File: config.mk
export PLATFORM = sky130hd
export DESIGN_NAME = tmr_pwm_bank
export DESIGN_NICKNAME = d
export VERILOG_FILES = /design/src/rtl/tmr_pwm_pkg.sv /design/src/rtl/tmr_pwm_decode.sv /design/src/rtl/tmr_pwm_chan.sv /design/src/rtl/tmr_pwm_bank.sv
export SDC_FILE = /design/constraint.sdc
export NUM_CORES = 2
export LEC_CHECK = 0
export BUFFER_PORTS_ARGS = -buffer_cell sky130_fd_sc_hd__buf_2
export CORE_MARGIN = 2
export CORE_UTILIZATION = 30
export CTS_CLUSTER_SIZE = 8
export DETAILED_ROUTE_END_ITERATION = 7
export PLACE_DENSITY = 0.53
export SYNTH_ARGS = -nofsm -noshare
export SYNTH_HDL_FRONTEND = slang
export SYNTH_SLANG_ARGS = --single-unit
File: constraint.sdc
create_clock -name clk -period 3.6 [get_ports clk]
set_clock_uncertainty 0.05 [all_clocks]
set_input_delay 0.72 -clock clk [delete_from_list [all_inputs] [get_ports clk]]
set_output_delay 0.72 -clock clk [all_outputs]
set_load 0.02 [all_outputs]
File: src/rtl/tmr_pwm_pkg.sv
package tmr_pwm_pkg;

    localparam int ADDR_W = 8;

    // control word bit positions
    localparam int CTL_W    = 4;
    localparam int CTL_EN   = 0;
    localparam int CTL_USER = 1;
    localparam int CTL_MASK = 2;
    localparam int CTL_PWM  = 3;

    // per-timer window
    localparam int CH_STRIDE = 'h14;
    localparam int OFS_LO    = 'h00;
    localparam int OFS_CUR   = 'h04;
    localparam int OFS_CTL   = 'h08;
    localparam int OFS_CLR   = 'h0C;
    localparam int OFS_STS   = 'h10;

    // shared registers
    localparam int GLB_STS   = 'hA0;
    localparam int GLB_CLR   = 'hA4;
    localparam int GLB_RAW   = 'hA8;
    localparam int GLB_VER   = 'hAC;
    localparam int HI_BASE   = 'hB0;
    localparam int HI_STRIDE = 4;

endpackage

File: src/rtl/tmr_pwm_decode.sv
module tmr_pwm_decode
    import tmr_pwm_pkg::*;
#(
    parameter int NUM_TIMERS = 8
) (
    input  logic [ADDR_W-1:0]     addr,
    output logic [NUM_TIMERS-1:0] hit_lo,
    output logic [NUM_TIMERS-1:0] hit_hi,
    output logic [NUM_TIMERS-1:0] hit_cur,
    output logic [NUM_TIMERS-1:0] hit_ctl,
    output logic [NUM_TIMERS-1:0] hit_clr,
    output logic [NUM_TIMERS-1:0] hit_sts,
    output logic                  hit_gsts,
    output logic                  hit_gclr,
    output logic                  hit_graw,
    output logic                  hit_gver
);

    for (genvar n = 0; n < NUM_TIMERS; n++) begin : g_ch
        localparam int BASE = n * CH_STRIDE;
        assign hit_lo[n]  = (addr == ADDR_W'(BASE + OFS_LO));
        assign hit_cur[n] = (addr == ADDR_W'(BASE + OFS_CUR));
        assign hit_ctl[n] = (addr == ADDR_W'(BASE + OFS_CTL));
        assign hit_clr[n] = (addr == ADDR_W'(BASE + OFS_CLR));
        assign hit_sts[n] = (addr == ADDR_W'(BASE + OFS_STS));
        assign hit_hi[n]  = (addr == ADDR_W'(HI_BASE + n * HI_STRIDE));
    end

    assign hit_gsts = (addr == ADDR_W'(GLB_STS));
    assign hit_gclr = (addr == ADDR_W'(GLB_CLR));
    assign hit_graw = (addr == ADDR_W'(GLB_RAW));
    assign hit_gver = (addr == ADDR_W'(GLB_VER));

endmodule

File: src/rtl/tmr_pwm_chan.sv
module tmr_pwm_chan #(
    parameter int CNT_W = 32
) (
    input  logic             clk,
    input  logic             rst_n,
    input  logic             en,
    input  logic             user_mode,
    input  logic             pwm_mode,
    input  logic [CNT_W-1:0] reload_lo,
    input  logic [CNT_W-1:0] reload_hi,
    output logic [CNT_W-1:0] cur,
    output logic             expire,
    output logic             wave
);

    typedef struct packed {
        logic [CNT_W-1:0] cnt;
        logic             phase;   // 0 = low phase, 1 = high phase
        logic             run;     // counter has been loaded since enable
    } chan_t;

    chan_t st_d, st_q;
    logic  at_zero;

    assign at_zero = (st_q.cnt == '0);

    always_comb begin
        st_d   = st_q;
        expire = 1'b0;
        if (!en) begin
            st_d.run   = 1'b0;
            st_d.phase = 1'b0;
        end else if (!st_q.run) begin
            st_d.run   = 1'b1;
            st_d.phase = 1'b0;
            st_d.cnt   = reload_lo;
        end else if (at_zero) begin
            expire = 1'b1;
            if (pwm_mode) begin
                st_d.phase = ~st_q.phase;
            end
            if (!user_mode) begin
                st_d.cnt = '1;
            end else if (pwm_mode && !st_q.phase) begin
                st_d.cnt = reload_hi;
            end else begin
                st_d.cnt = reload_lo;
            end
        end else begin
            st_d.cnt = st_q.cnt - 1'b1;
        end
    end

    always_ff @(posedge clk or negedge rst_n) begin
        if (!rst_n) begin
            st_q <= '0;
        end else begin
            st_q <= st_d;
        end
    end

    assign cur  = st_q.cnt;
    assign wave = st_q.run & en & pwm_mode & st_q.phase;

endmodule

File: src/rtl/tmr_pwm_bank.sv
module tmr_pwm_bank
    import tmr_pwm_pkg::*;
#(
    parameter int          NUM_TIMERS = 8,
    parameter int          CNT_W      = 32,
    parameter logic [31:0] VERSION    = 32'h0001_0203
) (
    input  logic                  clk,
    input  logic                  rst_n,
    input  logic [ADDR_W-1:0]     bus_addr,
    input  logic [CNT_W-1:0]      bus_wdata,
    input  logic                  bus_we,
    input  logic                  bus_re,
    output logic [CNT_W-1:0]      bus_rdata,
    output logic [NUM_TIMERS-1:0] pwm_out,
    output logic                  irq
);

    typedef struct packed {
        logic [NUM_TIMERS-1:0][CNT_W-1:0] lo;
        logic [NUM_TIMERS-1:0][CNT_W-1:0] hi;
        logic [NUM_TIMERS-1:0][CTL_W-1:0] ctl;
        logic [NUM_TIMERS-1:0]            raw;
    } regs_t;

    regs_t regs_d, regs_q;

    logic [NUM_TIMERS-1:0] hit_lo, hit_hi, hit_cur, hit_ctl, hit_clr, hit_sts;
    logic                  hit_gsts, hit_gclr, hit_graw, hit_gver;

    logic [NUM_TIMERS-1:0]            en_vec, user_vec, mask_vec, pwm_vec;
    logic [NUM_TIMERS-1:0]            expire_vec, raw_vec, masked_vec;
    logic [NUM_TIMERS-1:0][CNT_W-1:0] cur_vec;

    tmr_pwm_decode #(.NUM_TIMERS(NUM_TIMERS)) i_decode (
        .addr     (bus_addr),
        .hit_lo   (hit_lo),
        .hit_hi   (hit_hi),
        .hit_cur  (hit_cur),
        .hit_ctl  (hit_ctl),
        .hit_clr  (hit_clr),
        .hit_sts  (hit_sts),
        .hit_gsts (hit_gsts),
        .hit_gclr (hit_gclr),
        .hit_graw (hit_graw),
        .hit_gver (hit_gver)
    );

    for (genvar n = 0; n < NUM_TIMERS; n++) begin : g_ch
        assign en_vec[n]   = regs_q.ctl[n][CTL_EN];
        assign user_vec[n] = regs_q.ctl[n][CTL_USER];
        assign mask_vec[n] = regs_q.ctl[n][CTL_MASK];
        assign pwm_vec[n]  = regs_q.ctl[n][CTL_PWM];

        tmr_pwm_chan #(.CNT_W(CNT_W)) i_chan (
            .clk       (clk),
            .rst_n     (rst_n),
            .en        (en_vec[n]),
            .user_mode (user_vec[n]),
            .pwm_mode  (pwm_vec[n]),
            .reload_lo (regs_q.lo[n]),
            .reload_hi (regs_q.hi[n]),
            .cur       (cur_vec[n]),
            .expire    (expire_vec[n]),
            .wave      (pwm_out[n])
        );
    end

    assign raw_vec    = regs_q.raw;
    assign masked_vec = regs_q.raw & ~mask_vec;
    assign irq        = |masked_vec;

    // register writes and flag update
    always_comb begin
        regs_d = regs_q;
        for (int n = 0; n < NUM_TIMERS; n++) begin
            if (bus_we && hit_lo[n]) begin
                regs_d.lo[n] = bus_wdata;
            end
            if (bus_we && hit_hi[n]) begin
                regs_d.hi[n] = bus_wdata;
            end
            if (bus_we && hit_ctl[n]) begin
                regs_d.ctl[n] = bus_wdata[CTL_W-1:0];
            end
            if (bus_re && (hit_clr[n] || hit_gclr)) begin
                regs_d.raw[n] = 1'b0;
            end
            if (expire_vec[n]) begin
                regs_d.raw[n] = 1'b1;
            end
        end
    end

    always_ff @(posedge clk or negedge rst_n) begin
        if (!rst_n) begin
            regs_q <= '0;
        end else begin
            regs_q <= regs_d;
        end
    end

    // read mux
    always_comb begin
        bus_rdata = '0;
        for (int n = 0; n < NUM_TIMERS; n++) begin
            if (hit_lo[n])  bus_rdata = regs_q.lo[n];
            if (hit_hi[n])  bus_rdata = regs_q.hi[n];
            if (hit_cur[n]) bus_rdata = cur_vec[n];
            if (hit_ctl[n]) bus_rdata = CNT_W'(regs_q.ctl[n]);
            if (hit_sts[n]) bus_rdata = CNT_W'(masked_vec[n]);
        end
        if (hit_gsts) bus_rdata = CNT_W'(masked_vec);
        if (hit_graw) bus_rdata = CNT_W'(raw_vec);
        if (hit_gver) bus_rdata = CNT_W'(VERSION);
    end

endmodule

==> impl_results.md <==
- Unrepaired setup endpoints after global routing: true
- Clock transition at the registers of the reported paths: roughly 50 ps
- Compound-Gate Fraction of Synth Area: 0.200
- Crit. End Element: primary output
- GRT Residual Overflow: 0
- PortBufs: 84
- Pwr per Cell Area: between 400 and 500 nW/um2
- Min-delay src: regs_q[327]
- Design Power: 31.2 mW
- Hold depth: 1
- Ys flop type: dfrtp_1
- DRT antenna net count: 0
- YS warnings: 0
- Initial antenna violation count: 14
- Syn-to-layout area delta: 29.9%
- Net count, final: about 5700
- Clock sinks: a little over 800
- First-pass GRT wire length: between 300000 and 400000 um
- Largest net degree at the start of global routing: 94
- Mapped Area: 48100 um2
- Post-DP Area: between 50000 and 60000 um2
- Cell count after synthesis: 5027
- Maximum clock path buffer count: 3
- Multi-input gate area: ~28000 um2
- Avg WL per Cell: approximately 33 um
- Required @ worst endpoint: 2830 ps
- Max Clock Freq: 0.238 GHz
- Critical path data arrival time: approximately 3400 ps
- Final worst path period need: ~4200 ps
- Fraction of the mapped netlist area in adder cells: 0.00416
- Setup TNS: -13080 ps
- Sequential share of the synthesized area: 0.429
- Worst reg2reg setup slack: ~260 ps
- Beginning of the critical path: bus_addr[5]
- Final-report max-slew violation count: 0
- Final Core Density: 0.393
- Initial Utilization: 0.303
- Non-filler cells, final: around 7700
- Slowest-stage cell, CP: or4b_4
- Lkg Pwr: roughly 27 nW
- Worst slack, placed: -1340 ps
- Status: complete, but fails checks
- Setup CP Type: in2out
- Path depth of the worst reg2reg path: 5
- CTS Buf Count: approximately 120
- Fill cell count: 15713
- EDFF count, synth: 0
- Tcrit/Tclk final: 1.17
- CTS root buffer: clkbuf_16
- Core Area: roughly 160000 um2
- Violated checks: setup timing
- CP cell instances: buf_12 -> buf_12 -> or4b_4 -> buf_12 -> or3_4 -> nand4_1 -> and3_4 -> o211ai_1 -> nand3_1 -> nand4_1 -> buf_4 -> buf_6
- DP Wirelength: between 150000 and 200000 um
- Worst setup SP type: input pin
- Design Area, Final: ~62000 um2
- Largest stage delay, worst path: between 500 and 600 ps
- Die height: 404 um
- Worst path most repeated cell: buf_12
- HP Class: reg2reg
- Overall routing resource usage: 0.309
- Post-synthesis mux area share: 0.134
- Skew-Pair Late Insertion Delay: ~780 ps
- Largest family of logic cells by synthesized area: compound AO/OA/AOI/OAI gates
- Crit Path Max Fanout: 7
- Async set-reset flop share out of synthesis: 1.00
- Final hold slack: around 450 ps
- WHS Endpoint: regs_q[327]
- FF+latch area: approximately 21000 um2
- Die Footprint: between 150000 and 200000 um2
- Final hold violation count: 0
- H-tree depth: 3
- Syn_area_per_cell: 9.57 um2
- Synthesis-stage register bit count: between 800 and 900
- Most common cell after layout, fill and taps aside: dfrtp_1
- # setup viols final: 32
- Share of layout cells above drive strength 1: 0.347
- PnR worst setup slack: -605 ps
- FF-to-FF Start: g_ch[7].i_chan.cur[16]
- Row cnt: about 150
- Max IR drop VDD: 0.380 mV
- Drc violations: 0
- Worst-margin pin slew: ~1200 ps
- Simple-gate share of the synthesized area: 0.158
- Total number of vias: between 40000 and 50000
- Vias/cell: roughly 6.3
- DR iter-0 viols: around 6400
- Final WL: ~260000 um
- Vias in the first global route: 45469
- FF-to-FF End: g_ch[7].i_chan.cur[19]
- Xor and xnor area share after synthesis: 0.0326
- Syn nets: between 5000 and 6000
- Slew margin rel.: 0.231
- Cell count after placement: between 7000 and 8000
- I/O pins: 85
- Commonest non-fill, non-tap cells in the layout: 823 x dfrtp_1, 672 x buf_4, 550 x mux2_2
- Max Cap Viol: 0
- CTS tree: yes
- First-pass DRT Iterations: 7
- Synth unique cells: 96
- Die Width: between 400 and 500 um
- Placer Congestion: around 1.0
## layer usage
metal  up-vias  wire length [um]  global-route usage
li1      20213                 -                   -
met3       552             28000              0.0770
met5         -                17                   0
met2      2858            106000               0.435
met4         2             16900               0.172
met1     24759            107000               0.428
## worst max path at each step
| stage | to | slack [ps] | cells past startpoint |
|---|---|---|---|
| after global routing | bus_rdata[2] | -570 | 13 |
| after CTS | bus_rdata[2] | -520 | 12 |
| after global placement | bus_rdata[6] | -1350 | 12 |
| after floorplan | bus_rdata[30] | -60 | 10 |
| after detailed placement | bus_rdata[6] | -1340 | 12 |
| final | bus_rdata[2] | -610 | 12 |
## repair_timing
action	CTS	global route
gates cloned	3	4
pin swaps	141	139
resized for setup	448	160
hold endpoints to repair	28	0
endpoints found under the setup margin	32	32
hold buffers	1	0
buffers inserted	66	46
## report_power, final
group / internal (mW) / leakage (nW) / switching, mW
clock network: 5.77 / 1.50 / 4.32
logic: 3.23 / 14.4 / 3.90
registers: 10.7 / 11.0 / 3.20
## state kept, by name (all words and copies together), names as in the netlist
signal / count
regs_q: 520
g_ch.i_chan.cur: 256
g_ch.i_chan.st_q: 16
en_vec: 8
mask_vec: 8
pwm_vec: 8
raw_vec: 8
## synth_stat cells, drive strengths merged (15+ instances only)
master / instances / area share
dfrtp: 824 / 0.43
mux2: 557 / 0.13
nand2: 441 / 0.035
clkbuf: 327 / 0.026
nor2: 315 / 0.025
o21ai: 297 / 0.031
a21oi: 259 / 0.027
o22ai: 224 / 0.029
nand3: 145 / 0.015
nor3: 117 / 0.013
buf: 115 / 0.012
xor2: 109 / 0.020
a221oi: 99 / 0.018
a31oi: 95 / 0.012
nand4: 89 / 0.012
a22oi: 86 / 0.013
nor4: 85 / 0.013
xnor2: 70 / 0.013
inv: 56 / 0.0044
o211ai: 55 / 0.0086
or3: 48 / 0.0062
or4: 46 / 0.0075
nand2b: 43 / 0.0056
o221ai: 36 / 0.0066
a221o: 31 / 0.0065
a222oi: 31 / 0.0065
a211oi: 26 / 0.0041
nor2b: 23 / 0.0030
o31ai: 23 / 0.0036
and3: 22 / 0.0029
o221a: 22 / 0.0052
a22o: 20 / 0.0036
mux2i: 19 / 0.0040
nand3b: 19 / 0.0030
ha: 16 / 0.0042
and2: 15 / 0.0020
o21a: 15 / 0.0023
## area by class of cell
type                            instances  area share
Clock inverter                          9     0.00224
Timing Repair Buffer                  922       0.133
Multi-Input combinational cell       3702       0.442
Sequential cell                       824       0.330
Clock buffer                          125      0.0468
Tap cell                             2072      0.0415
Inverter                               59     0.00361
Antenna cell                            4    0.000160
## worst max-delay path, delay by kind of cell
family	cells	cell delay [ps]
AND/OR/NAND/NOR	6	1740
AO/OA/AOI/OAI	1	160
buffers and inverters	5	800
## logic make-up (layout without fill, tap and decap cells)
logic type                 after synthesis  in the layout
buffers and inverters                  501           1115
DFF                                    824            824
xor gates and xnor gates               179            179
AOI/OAI and AO/OA                     1441           1441
and+or+nand+nor                       1490           1490
muxes                                  576            576
other                                    0              4
adders and majority gates               16             16
Note: power is estimated with default switching activity, not from simulation.
